--- config.mk ---
export PLATFORM = sky130hd
export DESIGN_NAME = adc_autoseq
export DESIGN_NICKNAME = d
export VERILOG_FILES = /design/src/rtl/adc_seq_pkg.sv /design/src/rtl/adc_seq_ctl.sv /design/src/rtl/adc_conv_ctl.sv /design/src/rtl/adc_result_bank.sv /design/src/rtl/adc_autoseq.sv
export SDC_FILE = /design/constraint.sdc
export NUM_CORES = 1
export LEC_CHECK = 0
export ABC_AREA = 1
export BUFFER_PORTS_ARGS = -buffer_cell sky130_fd_sc_hd__buf_2
export CAP_MARGIN = 30
export CORE_ASPECT_RATIO = 1.5
export CORE_MARGIN = 5
export CORE_UTILIZATION = 39
export DETAILED_ROUTE_END_ITERATION = 10
export PLACE_DENSITY = 0.67
export SYNTH_ARGS = -nofsm -noshare
export SYNTH_HDL_FRONTEND = slang
export SYNTH_SLANG_ARGS = --single-unit
--- constraint.sdc ---
create_clock -name clk -period 2.4 [get_ports clk]
set_input_delay 0 -clock clk [delete_from_list [all_inputs] [get_ports clk]]
set_output_delay 0 -clock clk [all_outputs]
set_load 0.005 [all_outputs]
--- src/rtl/adc_seq_pkg.sv ---
// Shared sizes and types for the conversion autosequencer.
// Assumes exactly two sequencers that share one converter.
package adc_seq_pkg;
    localparam int NUM_SLOTS = 16;
    localparam int CH_W      = 4;
    localparam int DATA_W    = 10;
    localparam int PS_W      = 4;
    localparam int SLOT_W    = $clog2(NUM_SLOTS);
    localparam int HALF      = NUM_SLOTS / 2;
    localparam int NUM_SEQ   = 2;

    typedef enum logic [1:0] {
        CV_IDLE,
        CV_ACQ,
        CV_START,
        CV_WAIT
    } conv_state_t;
endpackage

--- src/rtl/adc_seq_ctl.sv ---
// One sequencer: holds the slot pointer, run count, busy, overflow,
// end-of-sequence flag and interrupt divider.
// Assumes conv_done is a one-cycle pulse that arrives only for a
// conversion this sequencer was granted.
module adc_seq_ctl #(
    parameter int IDX    = 0,
    parameter int SLOT_W = adc_seq_pkg::SLOT_W,
    parameter int HALF   = adc_seq_pkg::HALF
) (
    input  logic              clk,
    input  logic              rst_n,
    input  logic              cascade,
    input  logic              step_mode,
    input  logic              alt_irq,
    input  logic              trig,
    input  logic              seq_rst,
    input  logic              eos_clr,
    input  logic              conv_done,
    input  logic [SLOT_W-1:0] max_conv,
    output logic              busy,
    output logic              eos_flag,
    output logic              eos_irq,
    output logic              ovf_flag,
    output logic [SLOT_W-1:0] slot
);
    localparam int LOW_W = SLOT_W - 1;
    localparam logic [SLOT_W-1:0] BASE = SLOT_W'(IDX * HALF);

    logic              long_mode;
    logic [SLOT_W-1:0] eff_max;
    logic [SLOT_W-1:0] last_ptr;
    logic [SLOT_W-1:0] ptr;
    logic [SLOT_W-1:0] ptr_next;
    logic [SLOT_W-1:0] cnt;
    logic              finish;
    logic              half_q;

    // Range and count limits for the current mode.
    always_comb begin
        long_mode = cascade && (IDX == 0);
        eff_max   = long_mode ? max_conv : {1'b0, max_conv[LOW_W-1:0]};
        last_ptr  = long_mode ? SLOT_W'(2 * HALF - 1) : SLOT_W'(HALF - 1);
        ptr_next  = (ptr == last_ptr) ? '0 : ptr + 1'b1;
        finish    = busy && conv_done && (cnt == eff_max);
    end

    assign slot = BASE + ptr;

    // Pointer, count, flags and interrupt update.
    always_ff @(posedge clk) begin
        if (!rst_n) begin
            ptr      <= '0;
            cnt      <= '0;
            busy     <= 1'b0;
            eos_flag <= 1'b0;
            eos_irq  <= 1'b0;
            ovf_flag <= 1'b0;
            half_q   <= 1'b0;
        end else begin
            eos_irq <= 1'b0;
            if (busy && conv_done) begin
                if (cnt == eff_max) begin
                    busy <= 1'b0;
                    ptr  <= step_mode ? ptr_next : '0;
                end else begin
                    cnt <= cnt + 1'b1;
                    ptr <= ptr_next;
                end
            end
            if (trig) begin
                if (busy) begin
                    ovf_flag <= 1'b1;
                end else begin
                    busy <= 1'b1;
                    cnt  <= '0;
                    if (!step_mode) ptr <= '0;
                end
            end
            if (seq_rst) begin
                ptr      <= '0;
                ovf_flag <= 1'b0;
            end
            if (!alt_irq) half_q <= 1'b0;
            if (finish) begin
                eos_flag <= 1'b1;
                if (!alt_irq) begin
                    eos_irq <= 1'b1;
                end else if (half_q) begin
                    eos_irq <= 1'b1;
                    half_q  <= 1'b0;
                end else begin
                    half_q <= 1'b1;
                end
            end else if (eos_clr) begin
                eos_flag <= 1'b0;
            end
        end
    end


    ovf_set_chk: assert property (@(posedge clk) disable iff (!rst_n)
        (trig && busy && !seq_rst) |=> ovf_flag);

    eos_hold_chk: assert property (@(posedge clk) disable iff (!rst_n)
        (eos_flag && !eos_clr) |=> eos_flag);

    irq_with_flag_chk: assert property (@(posedge clk) disable iff (!rst_n)
        eos_irq |-> eos_flag);

    busy_end_chk: assert property (@(posedge clk) disable iff (!rst_n)
        $fell(busy) |-> eos_flag);
endmodule

--- src/rtl/adc_conv_ctl.sv ---
// Converter front end: picks the next sequencer (A before B), drives
// channel, acquisition strobe and convert start, and returns the result.
// Assumes adc_done is a one-cycle pulse some cycles after adc_start.
module adc_conv_ctl
    import adc_seq_pkg::*;
#(
    parameter int N_SLOTS = NUM_SLOTS,
    parameter int SW      = SLOT_W,
    parameter int CW      = CH_W,
    parameter int DW      = DATA_W,
    parameter int PW      = PS_W
) (
    input  logic               clk,
    input  logic               rst_n,
    input  logic [1:0]         req,
    input  logic [SW-1:0]      slot_a,
    input  logic [SW-1:0]      slot_b,
    input  logic [N_SLOTS*CW-1:0] chan_list,
    input  logic [PW-1:0]      acq_len,
    input  logic               adc_done,
    input  logic [DW-1:0]      adc_data,
    output logic [CW-1:0]      adc_chan,
    output logic               adc_sample,
    output logic               adc_start,
    output logic [1:0]         done,
    output logic               wr_en,
    output logic [SW-1:0]      wr_addr,
    output logic [DW-1:0]      wr_data
);
    conv_state_t   state;
    logic          owner;
    logic [SW-1:0] slot_q;
    logic [PW-1:0] acq_cnt;
    logic [SW-1:0] pick_slot;
    logic          finished;

    // Fixed priority: sequencer A wins when both ask.
    assign pick_slot = req[0] ? slot_a : slot_b;

    // Converter handshake decode.
    always_comb begin
        adc_sample = (state == CV_ACQ);
        adc_start  = (state == CV_START);
        finished   = (state == CV_WAIT) && adc_done;
        done[0]    = finished && !owner;
        done[1]    = finished && owner;
        wr_en      = finished;
        wr_addr    = slot_q;
        wr_data    = adc_data;
    end

    // Grant, acquisition countdown and wait for the converter.
    always_ff @(posedge clk) begin
        if (!rst_n) begin
            state    <= CV_IDLE;
            owner    <= 1'b0;
            slot_q   <= '0;
            acq_cnt  <= '0;
            adc_chan <= '0;
        end else begin
            unique case (state)
                CV_IDLE: if (|req) begin
                    owner    <= !req[0];
                    slot_q   <= pick_slot;
                    adc_chan <= chan_list[int'(pick_slot) * CW +: CW];
                    acq_cnt  <= acq_len;
                    state    <= CV_ACQ;
                end
                CV_ACQ: begin
                    if (acq_cnt == '0) state <= CV_START;
                    else acq_cnt <= acq_cnt - 1'b1;
                end
                CV_START: state <= CV_WAIT;
                CV_WAIT:  if (adc_done) state <= CV_IDLE;
                default:  state <= CV_IDLE;
            endcase
        end
    end


    start_alone_chk: assert property (@(posedge clk) disable iff (!rst_n)
        adc_start |-> !adc_sample);

    sample_to_start_chk: assert property (@(posedge clk) disable iff (!rst_n)
        $fell(adc_sample) |-> adc_start);

    start_pulse_chk: assert property (@(posedge clk) disable iff (!rst_n)
        adc_start |=> (!adc_start && !adc_sample));

    one_owner_chk: assert property (@(posedge clk) disable iff (!rst_n)
        $onehot0(done));
endmodule

--- src/rtl/adc_result_bank.sv ---
// Sixteen individually addressable result registers; one write port from
// the converter front end, one combinational read port.
module adc_result_bank #(
    parameter int N_SLOTS = adc_seq_pkg::NUM_SLOTS,
    parameter int SW      = adc_seq_pkg::SLOT_W,
    parameter int DW      = adc_seq_pkg::DATA_W
) (
    input  logic          clk,
    input  logic          rst_n,
    input  logic          wr_en,
    input  logic [SW-1:0] wr_addr,
    input  logic [DW-1:0] wr_data,
    input  logic [SW-1:0] rd_addr,
    output logic [DW-1:0] rd_data
);
    logic [DW-1:0] mem [N_SLOTS];

    for (genvar g = 0; g < N_SLOTS; g++) begin : g_reg
        // Capture a result addressed to this register.
        always_ff @(posedge clk) begin
            if (!rst_n) mem[g] <= '0;
            else if (wr_en && (wr_addr == SW'(g))) mem[g] <= wr_data;
        end
    end

    assign rd_data = mem[rd_addr];
endmodule

--- src/rtl/adc_autoseq.sv ---
// Top of the autosequencer: routes triggers by mode to two sequencers,
// shares one converter front end, and stores results.
// Assumes trigger inputs are single-cycle synchronous pulses.
module adc_autoseq
    import adc_seq_pkg::*;
(
    input  logic                      clk,
    input  logic                      rst_n,
    input  logic                      cascade,
    input  logic                      step_mode,
    input  logic [NUM_SEQ-1:0]        irq_alt,
    input  logic [NUM_SLOTS*CH_W-1:0] chan_list,
    input  logic [SLOT_W-1:0]         max_conv_a,
    input  logic [SLOT_W-1:0]         max_conv_b,
    input  logic [PS_W-1:0]           acq_len,
    input  logic [NUM_SEQ-1:0]        trig_sw,
    input  logic                      trig_eva,
    input  logic                      trig_evb,
    input  logic                      trig_ext,
    input  logic [NUM_SEQ-1:0]        seq_rst,
    input  logic [NUM_SEQ-1:0]        eos_clr,
    output logic [CH_W-1:0]           adc_chan,
    output logic                      adc_sample,
    output logic                      adc_start,
    input  logic                      adc_done,
    input  logic [DATA_W-1:0]         adc_data,
    input  logic [SLOT_W-1:0]         rd_addr,
    output logic [DATA_W-1:0]         rd_data,
    output logic [NUM_SEQ-1:0]        busy,
    output logic [NUM_SEQ-1:0]        eos_flag,
    output logic [NUM_SEQ-1:0]        eos_irq,
    output logic [NUM_SEQ-1:0]        ovf_flag
);
    logic [NUM_SEQ-1:0] trig_v;
    logic [NUM_SEQ-1:0] done_v;
    logic [SLOT_W-1:0]  slot_v [NUM_SEQ];
    logic [SLOT_W-1:0]  max_v  [NUM_SEQ];
    logic               wr_en;
    logic [SLOT_W-1:0]  wr_addr;
    logic [DATA_W-1:0]  wr_data;

    // Trigger routing: cascade sends every source to sequencer A.
    always_comb begin
        trig_v[0] = trig_sw[0] | trig_eva | trig_ext | (cascade & trig_evb);
        trig_v[1] = !cascade & (trig_sw[1] | trig_evb);
        max_v[0]  = max_conv_a;
        max_v[1]  = max_conv_b;
    end

    for (genvar g = 0; g < NUM_SEQ; g++) begin : g_seq
        adc_seq_ctl #(.IDX(g), .SLOT_W(SLOT_W), .HALF(HALF)) u_seq (
            .clk       (clk),
            .rst_n     (rst_n),
            .cascade   (cascade),
            .step_mode (step_mode),
            .alt_irq   (irq_alt[g]),
            .trig      (trig_v[g]),
            .seq_rst   (seq_rst[g]),
            .eos_clr   (eos_clr[g]),
            .conv_done (done_v[g]),
            .max_conv  (max_v[g]),
            .busy      (busy[g]),
            .eos_flag  (eos_flag[g]),
            .eos_irq   (eos_irq[g]),
            .ovf_flag  (ovf_flag[g]),
            .slot      (slot_v[g])
        );
    end

    adc_conv_ctl u_conv (
        .clk        (clk),
        .rst_n      (rst_n),
        .req        (busy),
        .slot_a     (slot_v[0]),
        .slot_b     (slot_v[1]),
        .chan_list  (chan_list),
        .acq_len    (acq_len),
        .adc_done   (adc_done),
        .adc_data   (adc_data),
        .adc_chan   (adc_chan),
        .adc_sample (adc_sample),
        .adc_start  (adc_start),
        .done       (done_v),
        .wr_en      (wr_en),
        .wr_addr    (wr_addr),
        .wr_data    (wr_data)
    );

    adc_result_bank u_bank (
        .clk     (clk),
        .rst_n   (rst_n),
        .wr_en   (wr_en),
        .wr_addr (wr_addr),
        .wr_data (wr_data),
        .rd_addr (rd_addr),
        .rd_data (rd_data)
    );


    casc_b_idle_chk: assert property (@(posedge clk) disable iff (!rst_n)
        (cascade && !busy[1]) |=> !busy[1]);
endmodule

==> results of run 1 <==
per-stage QoR:
stage	hold WS, ps	cells	power (W)	utilization (%)
finish	9.27	1623	0.00855	46.2
global route	49.1	1623	0.00891	46.2
CTS	4.65	1623	0.00860	46.2
detailed placement	190	1561	0.00550	42.7
global placement	182	1561	0.00546	42.7
floorplan	76.8	1138	0.00502	-
critical path, delay by kind of cell (launching register included):
family,cells,cell delay (ps)
simple gates,2,150
flops,1,490
compound gates,3,560
buf+inv,3,880
metal layers:
layer | up-vias | share of wire, % | GRT usage [%]
li1 | 4109 | - | -
met5 | - | 0 | 0
met2 | 265 | 54 | 34.2
met3 | 63 | 5.4 | 2.05
met4 | 0 | 4.4 | 7.86
met1 | 3877 | 36 | 19.9
power breakdown:
part           switching (W)  internal (W)
Combinational       0.000926      0.000467
Clock                0.00128       0.00182
Sequential          0.000110       0.00395
Total                0.00232       0.00624
sequential cells by signal, summed over array words and instances (netlist names), 4 cells and up:
| signal | cells |
|---|---|
| g_seq.u_seq.cnt | 8 |
| g_seq.u_seq.ptr | 8 |
| u_bank.mem | 160 |
| u_conv.acq_cnt | 4 |
| u_conv.adc_chan | 4 |
| u_conv.wr_addr | 4 |
cells by family (layout without fill, tap and decap cells):
family                   after synthesis  count (layout)  share of synthesized area, %
AO/OA/AOI/OAI                        205             205                          11.7
buffers and inverters                201             349                          8.23
multiplexers                          40              40                          3.86
flip-flops                           201             201                          54.2
AND/OR/NAND/NOR                      473             473                          20.2
XOR/XNOR                               9               9                         0.759
adder cells (fa/ha/maj)                9               9                          1.08
placed cells by master (no fill, tap or decap), types with 2 or more instances in the layout:
| cell | n |
|---|---|
| nand3_1 | 91 |
| o211ai_1 | 48 |
| nor3_4 | 4 |
| mux2i_1 | 40 |
| nor2_1 | 191 |
| clkinv_2 | 2 |
| a31oi_1 | 2 |
| nor3_1 | 6 |
| o21ai_0 | 75 |
| a21oi_2 | 3 |
| xor2_1 | 9 |
| clkinv_1 | 4 |
| buf_4 | 21 |
| nand2_2 | 3 |
| clkbuf_16 | 19 |
| ha_1 | 9 |
| o21ai_4 | 2 |
| inv_2 | 3 |
| dfxtp_1 | 41 |
| inv_1 | 133 |
| nand3_4 | 4 |
| nand4_1 | 2 |
| nor2_2 | 5 |
| nand2_4 | 4 |
| buf_2 | 127 |
| nand4_2 | 5 |
| inv_6 | 2 |
| edfxtp_1 | 160 |
| bufinv_16 | 3 |
| a211oi_1 | 5 |
| nand2_1 | 157 |
| a21oi_1 | 64 |
| clkbuf_1 | 3 |
| dlygate4sd3_1 | 29 |
cells in the mapped netlist, types with 2 or more instances:
cell type    n  area, um^2
inv_1      133         499
nor3_4       4        65.1
o211ai_1    48         360
a31oi_1      2        12.5
nand2_1    157         589
nor2_1     191         717
nand3_1     91         455
nor3_1       6        30.0
xor2_1       9        78.8
nor2_2       5        31.3
dfxtp_1     41         821
ha_1         9         113
o21ai_4      2        32.5
buf_6        4        45.0
a21oi_1     64         320
nand4_1      2        12.5
clkinv_1     2        7.51
inv_2        3        11.3
nand2_4      3        33.8
nand2_2      4        25.0
nand4_2      5        62.6
a211oi_1     5        37.5
clkbuf_1    33         124
mux2i_1     40         400
a21oi_2      3        26.3
o21ai_0     75         375
nand3_4      4        70.1
edfxtp_1   160        4800
buf_2       12        60.1
buf_4       11        82.6
area by class of cell:
class	count	area share (%)
inverters	139	4.30
clock buffers	23	4.10
well taps	337	3.46
repair buffers	177	8.88
multi-input cells	736	32.1
flip-flops and latches	201	46.1
clock inverters	10	1.07
path summary, 6_finish.rpt:
| check | slack [ps] | to |
|---|---|---|
| hold reg to reg | 460 | g_seq[1].u_seq.eos_flag$_SDFFE_PN0P_ |
| setup reg to reg | 240 | u_conv.adc_chan[0]$_SDFFE_PN0P_ |
| hold / removal | 9 | u_conv.adc_chan[3]$_SDFFE_PN0P_ |
| setup / recovery | 240 | u_conv.adc_chan[0]$_SDFFE_PN0P_ |
what timing repair did:
item,in CTS,in global routing
buffers inserted,0,0
resized for setup,0,1
hold buffers,29,0
hold endpoints to repair,26,0
setup endpoints to repair,0,2
==> out/summary.txt, run 1 <==
Most used DFF post-synth = edfxtp_1
clock skew = 14.6 ps
Slew Limit Fails = 0
Worst-path clk slew = 70 ps
first-pass GRT wire length = 42.5 mm
Congestion Overflow GR = 0
slowest cell delay on critical path = 540 ps
Critical Path Source = g_seq[0].u_seq.busy$_SDFF_PN0_
Worst-Skew Late Latency = 490 ps
Min Clock Period, post-route = 2160 ps
DRT Pass-1 Iters = 5
slowest CP cell = dlygate4sd3_1
ANT nets after route = 0
gp weighted congestion = 0.917
CP required = 2820 ps
Seq/Total Area, Yosys = 54.2%
GRT Overall Usage = 18.0%
Die Span Y = 210 um
Post-Syn Nets = 1,253
largest net degree at the start of global routing = 45
leakage = 5.21 nW
Hold Path Depth = 7
Cell Area, Placed = 0.0113 mm^2
slack of the critical path = 241 ps
critical path's most frequent cell = nand3_1
TritonCTS Buffers = 19
Post-synth EDFFs = 160
CTS tree = done
hpwl dp = 19.7 mm
Bufs on Longest Clock Path = 3
CP Max Fanout = 11
Worst setup SP type = flip-flop
synthesized area per cell = 9.13 um^2
io pins = 130
Vias = 8,314
final wirelength = 27.5 mm
area of the multi-input gates = 0.00391 mm^2
worst ir drop on vdd = 0.429 mV
die area = 0.0301 mm^2
DRT iter0 DRCs = 684
FF+latch area = 0.00563 mm^2
Yosys warning count = 0
FF-to-FF path depth = 8
ys async rst share = 0%
WS Path Type = reg2reg
worst-margin pin slew = 834 ps
Root Buffer Master = clkbuf_16
Vias/cell = 5.12
Starting Density = 39.3%
number of global-route vias before repair = 8,133
f_max = 0.463 GHz
FF+latch count, synth = 201
DR WL/cell = 17.0 um
critical path, cell by cell = inv_4 -> o21ai_4 -> buf_4 -> o211ai_1 -> nand3_1 -> dlygate4sd3_1 -> nand3_1 -> a21oi_2
TNS Setup = 0 ps
DRC = 0
worst hold-check path type = in2reg
share of layout cells above drive strength 1 = 16.5%
cell area after layout = 0.0122 mm^2
WP data arrival = 2580 ps
DP Worst Slack = 303 ps
# setup viols final = 0
RSZ-0062 raised after global routing = false
PD cells = 701 mW/mm^2
period utilization = 90.0%
# fillers = 2,472
nets = 1,389
Buffers on Ports = 128
initial antenna violation count = 0
Core Region = 0.0264 mm^2
n_diodes = 0
htree depth = 1
Synth Cell Area = 0.0104 mm^2
Core Rows = 73
Slew Limit Headroom = 44.3%
max-cap check violation count = 0
Post-Syn Instances = 1,138
Final Hold Violating Endpoints = 0
endpoint class of the critical path = flip-flop
Yosys cell types = 40
worst reg2reg startpoint = g_seq[0].u_seq.busy$_SDFF_PN0_
outcome = completed
clk sinks = 201
hold_sp = chan_list[19]
die width = 143 um
Layout area overhead = 17.4%
(Power assumes the default switching activity.)
==> run 2: changes to the inputs <==
PLACE_DENSITY = default   (was 0.67)
==> out/summary.txt, run 2 (synthesized netlist as in run 1, its figures left out) <==
Worst setup SP type = flip-flop
outcome = completed
number of global-route vias before repair = 8,329 (+2.4%)
critical path's most frequent cell = nand2_1
endpoint class of the critical path = flip-flop
die area = 0.0301 mm^2 (unchanged)
Reg with most FFs = u_bank.mem
Buf/Inv on CP = 2 (-1)
share of layout cells above drive strength 1 = 16.4% (-0.075 points)
DRT Pass-1 Iters = 5 (unchanged)
Core Region = 0.0264 mm^2 (unchanged)
Die Span Y = 210 um (unchanged)
PD cells = 698 mW/mm^2 (-0.44%)
Setup Fix Bufs, Post-CTS = 0 (unchanged)
commonest non-fill, non-tap cell in the layout = nor2_1
critical path, cell by cell = inv_4 -> nand2_4 -> nand2_4 -> nand2_1 -> nand2_1 -> dlygate4sd3_1 -> nand2_1 -> nand3_1 -> nand3_1 -> a21oi_2
worst hold-check path type = in2reg
final core occ = 46.7% (+0.54 points)
leakage = 5.25 nW (+0.87%)
CP Depth = 10 (+2)
gp weighted congestion = 0.850 (-7.3%)
WL met2 = 15.2 mm (+1.6%)
# setup viols final = 0 (unchanged)
largest net degree at the start of global routing = 53 (+18%)
wire length on met3 = 1.40 mm (-6.6%)
Min Clock Period, post-route = 2100 ps (-57.3 ps)
initial antenna violation count = 1 (+1)
clk sinks = 201 (unchanged)
clock skew = 6.45 ps (-8.14 ps)
Layout area overhead = 18.8%
worst-margin pin slew = 824 ps (-10.1 ps)
Vias/cell = 5.04 (-1.6%)
Worst-path clk slew = 60 ps (about the same)
Worst-Skew Late Latency = 490 ps (about the same)
TNS Setup = 0 ps (unchanged)
RSZ-0062 raised after global routing = false
f_max = 0.476 GHz (+2.7%)
Buffers on Ports = 128 (unchanged)
Slew Limit Headroom = 45.0% (+0.67 points)
Hold Path Depth = 7 (unchanged)
WS Path Type = reg2reg
Starting Density = 39.3% (unchanged)
most frequent cells in the layout = 191 x nor2_1, 160 x edfxtp_1, 157 x nand2_1
WP data arrival = 2530 ps (-50 ps)
htree depth = 1 (unchanged)
largest registers = u_bank.mem: 160 flops, g_seq.u_seq.cnt: 8 flops, g_seq.u_seq.ptr: 8 flops
Congestion Overflow GR = 0 (unchanged)
DRT iter0 DRCs = 489 (-29%)
ANT nets after route = 0 (unchanged)
n_diodes = 0 (unchanged)
slowest cell delay on critical path = 560 ps (+20 ps)
TritonCTS Buffers = 20 (+1)
FF-to-FF path depth = 10 (+2)
slowest CP cell = dlygate4sd3_1
DR WL/cell = 16.9 um (-0.13%)
Bufs on Longest Clock Path = 3 (unchanged)
max-cap check violation count = 0 (unchanged)
GRT Overall Usage = 18.3% (+0.25 points)
DRC = 0 (unchanged)
top layer in use = met5
CP Max Fanout = 31 (+20)
CP required = 2830 ps (about the same)
CTS tree = done
worst ir drop on vdd = 0.379 mV (-12%)
hpwl dp = 19.2 mm (-2.8%)
die width = 143 um (unchanged)
Largest register FFs = 160 (unchanged)
metal1 wirelength = 10.0 mm (+1.0%)
Final Hold Violating Endpoints = 0 (unchanged)
period utilization = 87.6% (-2.4 points)
io pins = 130 (unchanged)
final wirelength = 27.7 mm (+0.61%)
Slew Limit Fails = 0 (unchanged)
Core Rows = 73 (unchanged)
cell family with most CP delay = simple AND/OR/NAND/NOR gates
nets = 1,400 (+0.79%)
Vias = 8,241 (-0.88%)
first-pass GRT wire length = 43.0 mm (+1.2%)
Root Buffer Master = clkbuf_16
==> run 2: layer usage <==
layer  vias up  track usage, %
met4         2            7.31
li1       4131               -
met2       218            35.5
met5         -               0
met1      3826            19.5
met3        64            2.19
==> run 2: metrics by stage <==
stage	cells	area (um^2)	worst slack [ps]	hold WS (ps)	power, W
2_1_floorplan	1138	10400	643	76.8	0.00502
3_3_place_gp	1560	11300	379	185	0.00548
4_1_cts	1635	12300	30.1	6.83	0.00867
5_1_grt	1635	12300	117	50.5	0.00900
6_report	1635	12300	298	16.4	0.00861
3_5_place_dp	1560	11300	284	188	0.00552
==> run 2: cell type report <==
cell class / count / area [um^2]
Fill cell: 2509 / 14100
Sequential cell: 201 / 5630
Multi-Input combinational cell: 736 / 3910
Timing Repair Buffer: 187 / 1210
Clock buffer: 26 / 544
Inverter: 139 / 524
Tap cell: 337 / 422
Clock inverter: 9 / 98.8
==> run 2: worst min-delay path: cells and delay by family <==
family,cells,cell delay [ps]
simple gates,5,310
buf+inv,1,100
compound gates,1,50
==> run 2: where the power goes <==
part	internal, W	total (W)	switching, W
sequential	0.00395	0.00407	0.000111
clock	0.00182	0.00313	0.00132
combinational	0.000488	0.00142	0.000927
==> run 2: final timing paths <==
path                                        startpoint                                   end  slack, ps
setup reg to reg        g_seq[0].u_seq.busy$_SDFF_PN0_       u_conv.adc_chan[3]$_SDFFE_PN0P_        300
hold / removal                            chan_list[9]       u_conv.adc_chan[1]$_SDFFE_PN0P_         20
setup / recovery        g_seq[0].u_seq.busy$_SDFF_PN0_       u_conv.adc_chan[3]$_SDFFE_PN0P_        300
hold reg to reg   g_seq[1].u_seq.eos_flag$_SDFFE_PN0P_  g_seq[1].u_seq.eos_flag$_SDFFE_PN0P_        460
==> run 2: repair_timing <==
| action | CTS | global route |
|---|---|---|
| endpoints found under the setup margin | 0 | 4 |
| resized for setup | 0 | 2 |
| hold endpoints to repair | 27 | 0 |
| hold buffers | 40 | 0 |
